==> config.mk <==
export PLATFORM = sky130hd
export DESIGN_NAME = ps2_kbd_rx
export DESIGN_NICKNAME = d
export VERILOG_FILES = /design/src/rtl/ps2rx_pkg.sv /design/src/rtl/ps2_line_sync.sv /design/src/rtl/ps2_glitch_filter.sv /design/src/rtl/ps2_frame_shifter.sv /design/src/rtl/ps2_kbd_rx.sv
export SDC_FILE = /design/constraint.sdc
export NUM_CORES = 1
export LEC_CHECK = 0
export CAP_MARGIN = 10
export CELL_PAD_IN_SITES_DETAIL_PLACEMENT = 1
export CELL_PAD_IN_SITES_GLOBAL_PLACEMENT = 2
export CORE_ASPECT_RATIO = 1.4
export CORE_MARGIN = 3
export CORE_UTILIZATION = 30
export CTS_CLUSTER_DIAMETER = 120
export DETAILED_ROUTE_END_ITERATION = 6
export DONT_BUFFER_PORTS = 1
export PLACE_DENSITY = 0.66
export SYNTH_ARGS = -nofsm -noshare
export SYNTH_HDL_FRONTEND = slang
export SYNTH_HIERARCHICAL = 1
export SYNTH_SLANG_ARGS = --single-unit
==> constraint.sdc <==
create_clock -name clk -period 1.7 [get_ports clk]
set_clock_uncertainty 0.05 [all_clocks]
set_input_delay 0.255 -clock clk [delete_from_list [all_inputs] [get_ports clk]]
set_output_delay 0.255 -clock clk [all_outputs]
set_load 0.05 [all_outputs]
==> src/rtl/ps2rx_pkg.sv <==
package ps2rx_pkg;
  localparam int unsigned PS2_DATA_BITS = 8;
  localparam int unsigned PS2_PAR_IDX   = PS2_DATA_BITS + 1;
  localparam int unsigned PS2_STOP_IDX  = PS2_DATA_BITS + 2;

  typedef logic [3:0]               bit_idx_t;
  typedef logic [PS2_DATA_BITS-1:0] ps2_byte_t;
endpackage

==> src/rtl/ps2_line_sync.sv <==
module ps2_line_sync #(
  parameter int unsigned STAGES   = 2,
  parameter bit          RST_LVL  = 1'b1
) (
  input  logic clk,
  input  logic rst_n,
  input  logic async_i,
  output logic sync_o
);
  logic [STAGES-1:0] chain;

  genvar g;
  generate
    for (g = 0; g < STAGES; g++) begin : g_stage
      if (g == 0) begin : g_first
        always_ff @(posedge clk or negedge rst_n) begin
          if (!rst_n) chain[0] <= RST_LVL;
          else        chain[0] <= async_i;
        end
      end else begin : g_next
        always_ff @(posedge clk or negedge rst_n) begin
          if (!rst_n) chain[g] <= RST_LVL;
          else        chain[g] <= chain[g-1];
        end
      end
    end
  endgenerate

  assign sync_o = chain[STAGES-1];
endmodule

==> src/rtl/ps2_glitch_filter.sv <==
module ps2_glitch_filter #(
  parameter int unsigned FILTER_CYCLES = 8
) (
  input  logic clk,
  input  logic rst_n,
  input  logic lvl_i,
  output logic lvl_o,
  output logic fall_o
);
  localparam int unsigned CW = (FILTER_CYCLES > 1) ? $clog2(FILTER_CYCLES) : 1;
  localparam logic [CW-1:0] CNT_LAST = CW'(FILTER_CYCLES - 1);

  logic [CW-1:0] run_cnt;
  logic          commit;

  assign commit = (lvl_i != lvl_o) && (run_cnt == CNT_LAST);

  always_ff @(posedge clk or negedge rst_n) begin
    if (!rst_n) begin
      lvl_o   <= 1'b1;
      run_cnt <= '0;
      fall_o  <= 1'b0;
    end else begin
      fall_o <= commit && lvl_o && !lvl_i;
      if (lvl_i == lvl_o) begin
        run_cnt <= '0;
      end else if (commit) begin
        lvl_o   <= lvl_i;
        run_cnt <= '0;
      end else begin
        run_cnt <= run_cnt + 1'b1;
      end
    end
  end

  AST_LEVEL_NEEDS_INPUT: assert property (@(posedge clk) disable iff (!rst_n)
    (lvl_o != $past(lvl_o)) |-> ($past(lvl_i) == lvl_o));
  AST_FALL_FOLLOWS_DROP: assert property (@(posedge clk) disable iff (!rst_n)
    fall_o |-> !lvl_o);
endmodule

==> src/rtl/ps2_frame_shifter.sv <==
module ps2_frame_shifter
  import ps2rx_pkg::*;
#(
  parameter int unsigned TIMEOUT_CYCLES = 5000
) (
  input  logic      clk,
  input  logic      rst_n,
  input  logic      fall_i,
  input  logic      dat_i,
  output logic      valid_o,
  output ps2_byte_t byte_o,
  output logic      perr_o,
  output logic      ferr_o
);
  localparam int unsigned TW = $clog2(TIMEOUT_CYCLES + 1);
  localparam logic [TW-1:0] IDLE_LAST = TW'(TIMEOUT_CYCLES - 1);
  localparam bit_idx_t PAR_IDX  = bit_idx_t'(PS2_PAR_IDX);
  localparam bit_idx_t STOP_IDX = bit_idx_t'(PS2_STOP_IDX);

  bit_idx_t      bit_idx;
  ps2_byte_t     shreg;
  logic          start_bad;
  logic          par_acc;
  logic [TW-1:0] idle_cnt;
  logic          stop_ok, par_ok;

  assign stop_ok = dat_i;
  assign par_ok  = par_acc;

  always_ff @(posedge clk or negedge rst_n) begin
    if (!rst_n) begin
      bit_idx   <= '0;
      shreg     <= '0;
      start_bad <= 1'b0;
      par_acc   <= 1'b0;
      idle_cnt  <= '0;
      valid_o   <= 1'b0;
      byte_o    <= '0;
      perr_o    <= 1'b0;
      ferr_o    <= 1'b0;
    end else begin
      valid_o <= 1'b0;
      perr_o  <= 1'b0;
      ferr_o  <= 1'b0;
      if (fall_i) begin
        idle_cnt <= '0;
        if (bit_idx == '0) begin
          start_bad <= dat_i;
          par_acc   <= 1'b0;
          bit_idx   <= bit_idx + 4'd1;
        end else if (bit_idx < PAR_IDX) begin
          shreg   <= {dat_i, shreg[PS2_DATA_BITS-1:1]};
          par_acc <= par_acc ^ dat_i;
          bit_idx <= bit_idx + 4'd1;
        end else if (bit_idx == PAR_IDX) begin
          par_acc <= par_acc ^ dat_i;
          bit_idx <= bit_idx + 4'd1;
        end else begin
          bit_idx <= '0;
          if (par_ok && stop_ok && !start_bad) begin
            valid_o <= 1'b1;
            byte_o  <= shreg;
          end else begin
            perr_o <= !par_ok;
            ferr_o <= start_bad || !stop_ok;
          end
        end
      end else if (bit_idx == '0) begin
        idle_cnt <= '0;
      end else if (idle_cnt == IDLE_LAST) begin
        bit_idx  <= '0;
        idle_cnt <= '0;
      end else begin
        idle_cnt <= idle_cnt + 1'b1;
      end
    end
  end

  AST_VALID_AFTER_STOP: assert property (@(posedge clk) disable iff (!rst_n)
    valid_o |-> ($past(bit_idx) == STOP_IDX));
  AST_VALID_ONE_CYCLE: assert property (@(posedge clk) disable iff (!rst_n)
    valid_o |=> !valid_o);
  AST_VALID_NOT_ERR: assert property (@(posedge clk) disable iff (!rst_n)
    !(valid_o && (perr_o || ferr_o)));
  AST_ERR_ONE_CYCLE: assert property (@(posedge clk) disable iff (!rst_n)
    (perr_o || ferr_o) |=> !(perr_o || ferr_o));
  AST_IDX_IN_RANGE: assert property (@(posedge clk) disable iff (!rst_n)
    bit_idx <= STOP_IDX);
  AST_BYTE_HELD: assert property (@(posedge clk) disable iff (!rst_n)
    !valid_o |-> $stable(byte_o));
endmodule

==> src/rtl/ps2_kbd_rx.sv <==
module ps2_kbd_rx
  import ps2rx_pkg::*;
#(
  parameter int unsigned SYNC_STAGES    = 2,
  parameter int unsigned FILTER_CYCLES  = 8,
  parameter int unsigned TIMEOUT_CYCLES = 5000
) (
  input  logic       clk,
  input  logic       rst_n,
  input  logic       ps2_clk_i,
  input  logic       ps2_dat_i,
  output logic       rx_valid_o,
  output logic [7:0] rx_byte_o,
  output logic       parity_err_o,
  output logic       frame_err_o
);
  logic clk_s, dat_s, clk_f, fall;

  ps2_line_sync #(.STAGES(SYNC_STAGES), .RST_LVL(1'b1)) i_sync_clk (
    .clk(clk), .rst_n(rst_n), .async_i(ps2_clk_i), .sync_o(clk_s));

  ps2_line_sync #(.STAGES(SYNC_STAGES), .RST_LVL(1'b1)) i_sync_dat (
    .clk(clk), .rst_n(rst_n), .async_i(ps2_dat_i), .sync_o(dat_s));

  ps2_glitch_filter #(.FILTER_CYCLES(FILTER_CYCLES)) i_filter (
    .clk(clk), .rst_n(rst_n), .lvl_i(clk_s), .lvl_o(clk_f), .fall_o(fall));

  ps2_frame_shifter #(.TIMEOUT_CYCLES(TIMEOUT_CYCLES)) i_shifter (
    .clk(clk), .rst_n(rst_n), .fall_i(fall), .dat_i(dat_s),
    .valid_o(rx_valid_o), .byte_o(rx_byte_o),
    .perr_o(parity_err_o), .ferr_o(frame_err_o));

  AST_FALL_ON_LOW_LINE: assert property (@(posedge clk) disable iff (!rst_n)
    fall |-> !clk_f);
endmodule

# == After elaboration in Yosys (flattened, before gate mapping) ==
# Cells that the tools add are included.
# word_totals
regBits,47
in_bits,4
out_inout_bits,11
wordCells,79
# op_classes
n_addsub,3
n_lt_le_gt_ge,1
eq_ne,6
muxes,29
n_bitwise,5
n_reduce_logical,19
# op_table
cell,n
$mux W13,3
$mux W4,6
$mux W1,18
$add A13 B1 Y13 const B,1
$eq A13 B13 Y1 const B,1
$reduce_and A2 Y1,4
$mux W3,2
$logic_and A1 B1 Y1,5
$reduce_and A5 Y1,1
$add A4 B1 Y4 const B,1
$eq A4 B4 Y1 const B,1
$logic_not A1 Y1,4
$logic_not A4 Y1,1
$lt A4 B4 Y1 const B,1
$not A1 Y1,4
$add A3 B1 Y3 const B,1
$eq A3 B3 Y1 const B,1
$reduce_and A3 Y1,1
$reduce_bool A3 Y1,1
$ne A2 B2 Y1 const B,1
$reduce_bool A2 Y1,1
$eq A1 B1 Y1,1
$logic_or A1 B1 Y1,1
$ne A1 B1 Y1,1
$xor A1 B1 Y1,1

# == Longest topological paths before layout ==
# depth
ltp_word,7
depth_mapped,7
depth_no_buf,6

# == Modules after synthesis ==
# Netlist, hierarchy kept.
# by_module_without_submodules
module,instances,cells_per_inst,area_each_um2,seq_area_each_um2
ps2_frame_shifter,1,148,1739.2,950.9
ps2_glitch_filter,1,13,205.2,126.4
ps2_line_sync,2,2,52.6,52.6

# == Worst setup path after synthesis ==
# No wires, ideal clock.
# synth_path
kind,register to register
from,register i_shifter.bit_idx[0]
to,register i_shifter.shreg[0]
setup_time_ns,0.125
arrival_time_ns,1.561
required_ns,1.525
path_slack_ns,-0.036
path_stages_with_launch,7
n_path_buf,1
synth_period_minus_slack_ns,1.736
path_cell_list,dfrtp_1 > inv_1 > ha_1 > or3b_1 > buf_6 > nand3_4 > mux2_2
# synth_between
elab_chain_cells,3
word_cells_on_any_way,4
cone_classes,order compare: 1; bitwise: 1; reduce/logical: 2
# synth_rtl
item,line_no,text
"start, declared",ps2_frame_shifter.sv:20,bit_idx_t bit_idx;
"start signal, assigned",ps2_frame_shifter.sv:50,bit_idx <= bit_idx + 4'd1;
"start signal, assigned",ps2_frame_shifter.sv:54,bit_idx <= bit_idx + 4'd1;
"start signal, assigned",ps2_frame_shifter.sv:57,bit_idx <= bit_idx + 4'd1;
branches (longest 2 deep; another with $lt A4 B4 Y1),n/a,
$reduce_and A3 Y1 (no source line) *,n/a,
"end signal, assigned",ps2_frame_shifter.sv:52,"shreg <= {dat_i, shreg[PS2_DATA_BITS-1:1]};"
"end, declared",ps2_frame_shifter.sv:21,ps2_byte_t shreg;
# Every way passes the cells marked *.
# A chain may end at the register's enable or synchronous reset.

# == Worst setup path after layout ==
# layout_path
from,register i_shifter.bit_idx[1]
to,register i_shifter.shreg[0]
# The elaborated chain is that of the path after synthesis.

==> results.toml <==
[run_status]
outcome = "finished, final reports clean"

[run]
maxCapViolations = 0

[global_routing]
antenna_found_initial = 0
grt_use_total = 0.108
grt_max_degree = 48
grt-ovfl-total = 0
first_global_vias = 1421
grt_pass1_wl_mm = 6.62

[setup_path]
endpoint = "i_shifter/shreg[0]"
rr_worst_depth = 5
startpoint = "i_shifter/bit_idx[1]"
reg2reg_to = "i_shifter/shreg[0]"
crit_type = "register to register"
startpoint_type = "register"
cp.arrival_ns = 1.82
cp-end-kind = "register"
required_ns = 1.84
r2r_start = "i_shifter/bit_idx[1]"
regToRegSetupSlack_ns = 0.01
crit_fanout = 8

[drt]
wl_mm = 3.93
drt-pass1-iter-count = 4
wire_per_inst_um = 14.0
via_count = 1280
antenna_left = 0
drc = 0
viasPerCell = 4.56
drt_iter0_drc = 41

[synth]
synthCells = 165
ys_ff_latch = 47
synthArstFlopShare = 1.00
ys_types = 32
ys_seq_area_frac = 0.577
synth_fp_nets = 176
synth.avg_cell_area_um2 = 12.4
synth_ff_type = "dfrtp_1"
synth_edf_count = 0
synth.yosys.warnings = 6
synth_area_mm2 = 0.00205

[floorplan]
die_area_mm2 = 0.00787
die_x_um = 75.9
initial_core_util = 0.310
dieHeight_um = 104
rows = 35
pin_count = 15
core_region_area_mm2 = 0.00661

[sta]
finalSetupViolations = 0
layout_min_cycle_time_ns = 1.69
relSlewSlack = 0.672
rsz0062_at_grt = "yes"
slew_violations = 0
max_freq_ghz = 0.593
holdWs_ns = 0.312
worstMarginPinSlew_ns = 0.492
hold_violations = 0
post-route-period-util = 0.992

[final_layout]
antennaDiodeCount = 0
layout.cells.most_common_list = "42 x dfrtp_1, 19 x nor2_1, 15 x buf_4"
final_nets = 199
layout-drive-gt1-share = 0.339
area_delta_synth_final_pct = 23.6
mostFrequentLayoutCell = "dfrtp_1"

[pwr]
p_clk_frac = 0.417
power_density_mw_per_mm2 = 903
p_int_w = 0.00183
p_sw_w = 0.000460
power_w = 0.00229
switching_share = 0.201
power.leakage_nw = 1.14
seqPwrFrac = 0.524
worst_ir_drop_vdd_uv = 673
pwr-share-comb = 0.059

[clock_tree]
cts_tree = "yes"
cts_root_buf = "clkbuf_8"
path_clk_slew_ns = 0.08
cts.sinks = 47
h-tree-depth = 2
insertion_delay_ns = 0.30
cts_setup_buffers = 0
cts_max_path_buffers = 2
numCtsBuffers = 5

[hold_path]
hp-class = "register to register"

[place]
io_buffers = 0
dpl.hpwl_mm = 2.84
place.gp.congestion = 0.800
==> worst max-delay path: stages, from the launching register on <==
cell and delay, ns:
dfrtp_1 0.40, inv_2 0.08, ha_4 0.13, or3b_4 0.40, nand3_4 0.19, mux2_4 0.32
==> worst min-delay path by stage <==
stage	end	cells past startpoint	slack (ns)	from
after floorplan	i_filter/fall_o	0	-0.09	rst_n
after global placement	i_shifter/idle_cnt[1]	0	-0.09	rst_n
after detailed placement	i_shifter/idle_cnt[7]	0	-0.09	rst_n
after CTS	i_sync_clk/sync_o	0	0.31	i_sync_clk/chain[0]
after global routing	i_sync_clk/sync_o	0	0.32	i_sync_clk/chain[0]
final	i_sync_dat/sync_o	0	0.31	i_sync_dat/chain[0]
==> cell type report <==
cell class | count | area, um2
Clock buffer | 5 | 68.8
Timing Repair Buffer | 20 | 181
Fill cell | 710 | 4080
Clock inverter | 3 | 67.6
Sequential cell | 47 | 1180
Inverter | 9 | 33.8
Multi-Input combinational cell | 105 | 883
Tap cell | 92 | 115
==> metrics by stage <==
stage | worst slack (ns) | cell area [um2] | setup TNS (ns) | instances | util
finish | 0.0128 | 2530 | 0 | 281 | 0.383
global route | -0.0540 | 2530 | -0.563 | 281 | 0.383
CTS | -0.00807 | 2480 | -0.0202 | 281 | 0.375
detailed placement | -0.0878 | 2250 | -1.41 | 269 | 0.340
global placement | 0.0120 | 2250 | 0 | 269 | 0.340
floorplan | -0.0362 | 2050 | -0.289 | 165 | -
==> state kept, by name, summed over array words and instances (netlist names), 3 cells and up <==
register	cells
i_shifter/idle_cnt	13
i_shifter/byte_o	8
i_shifter/shreg	8
i_shifter/bit_idx	4
i_filter/run_cnt	3
==> cells by family after synthesis <==
group,Yosys count,synth area share
AOI/OAI and AO/OA,12,0.0403
muxes,19,0.104
xor gates and xnor gates,12,0.0513
adders and majority gates,7,0.0427
and+or+nand+nor,55,0.150
buffers and inverters,13,0.0354
DFF,47,0.577
==> layer usage <==
layer  GRT usage  part of all wire  up-vias
met4      0.0450             0.021        0
met3      0.0301             0.028        8
met1       0.123              0.40      651
met2       0.181              0.55       16
met5           0                 0        -
li1            -                 -      605
==> cell usage after synthesis (2+ instances only) <==
cell type / instances / area (um2)
buf_6: 3 / 33.8
dfrtp_1: 42 / 1050
dfstp_2: 5 / 131
ha_1: 7 / 87.6
inv_1: 9 / 33.8
mux2_2: 18 / 203
nand2_1: 7 / 26.3
nand3_1: 9 / 45.0
nand3_2: 2 / 20.0
nor2_1: 19 / 71.3
nor2b_1: 2 / 12.5
nor3_1: 5 / 25.0
nor4_1: 2 / 12.5
nor4b_1: 2 / 17.5
o21ai_0: 6 / 30.0
xnor2_1: 10 / 87.6
xor2_1: 2 / 17.5
==> repair_timing <==
| action | 4_1_cts | 5_1_grt |
|---|---|---|
| endpoints found under the hold margin | 49 | 0 |
| endpoints found under the setup margin | 27 | 33 |
| pin swaps | 3 | 2 |
| hold buffers | 4 | 0 |
| resized for setup | 11 | 15 |
| gates cloned | 0 | 0 |
==> power groups by stage <==
stage	logic [W]	registers (W)	clock network [W]
after floorplan	0.0000769	0.00121	0
after global placement	0.0000904	0.00121	0
after detailed placement	0.0000996	0.00122	0
after CTS	0.000140	0.00120	0.000999
after global routing	0.000157	0.00120	0.00104
final	0.000136	0.00120	0.000953
Note: power is estimated with default switching activity, not from simulation.
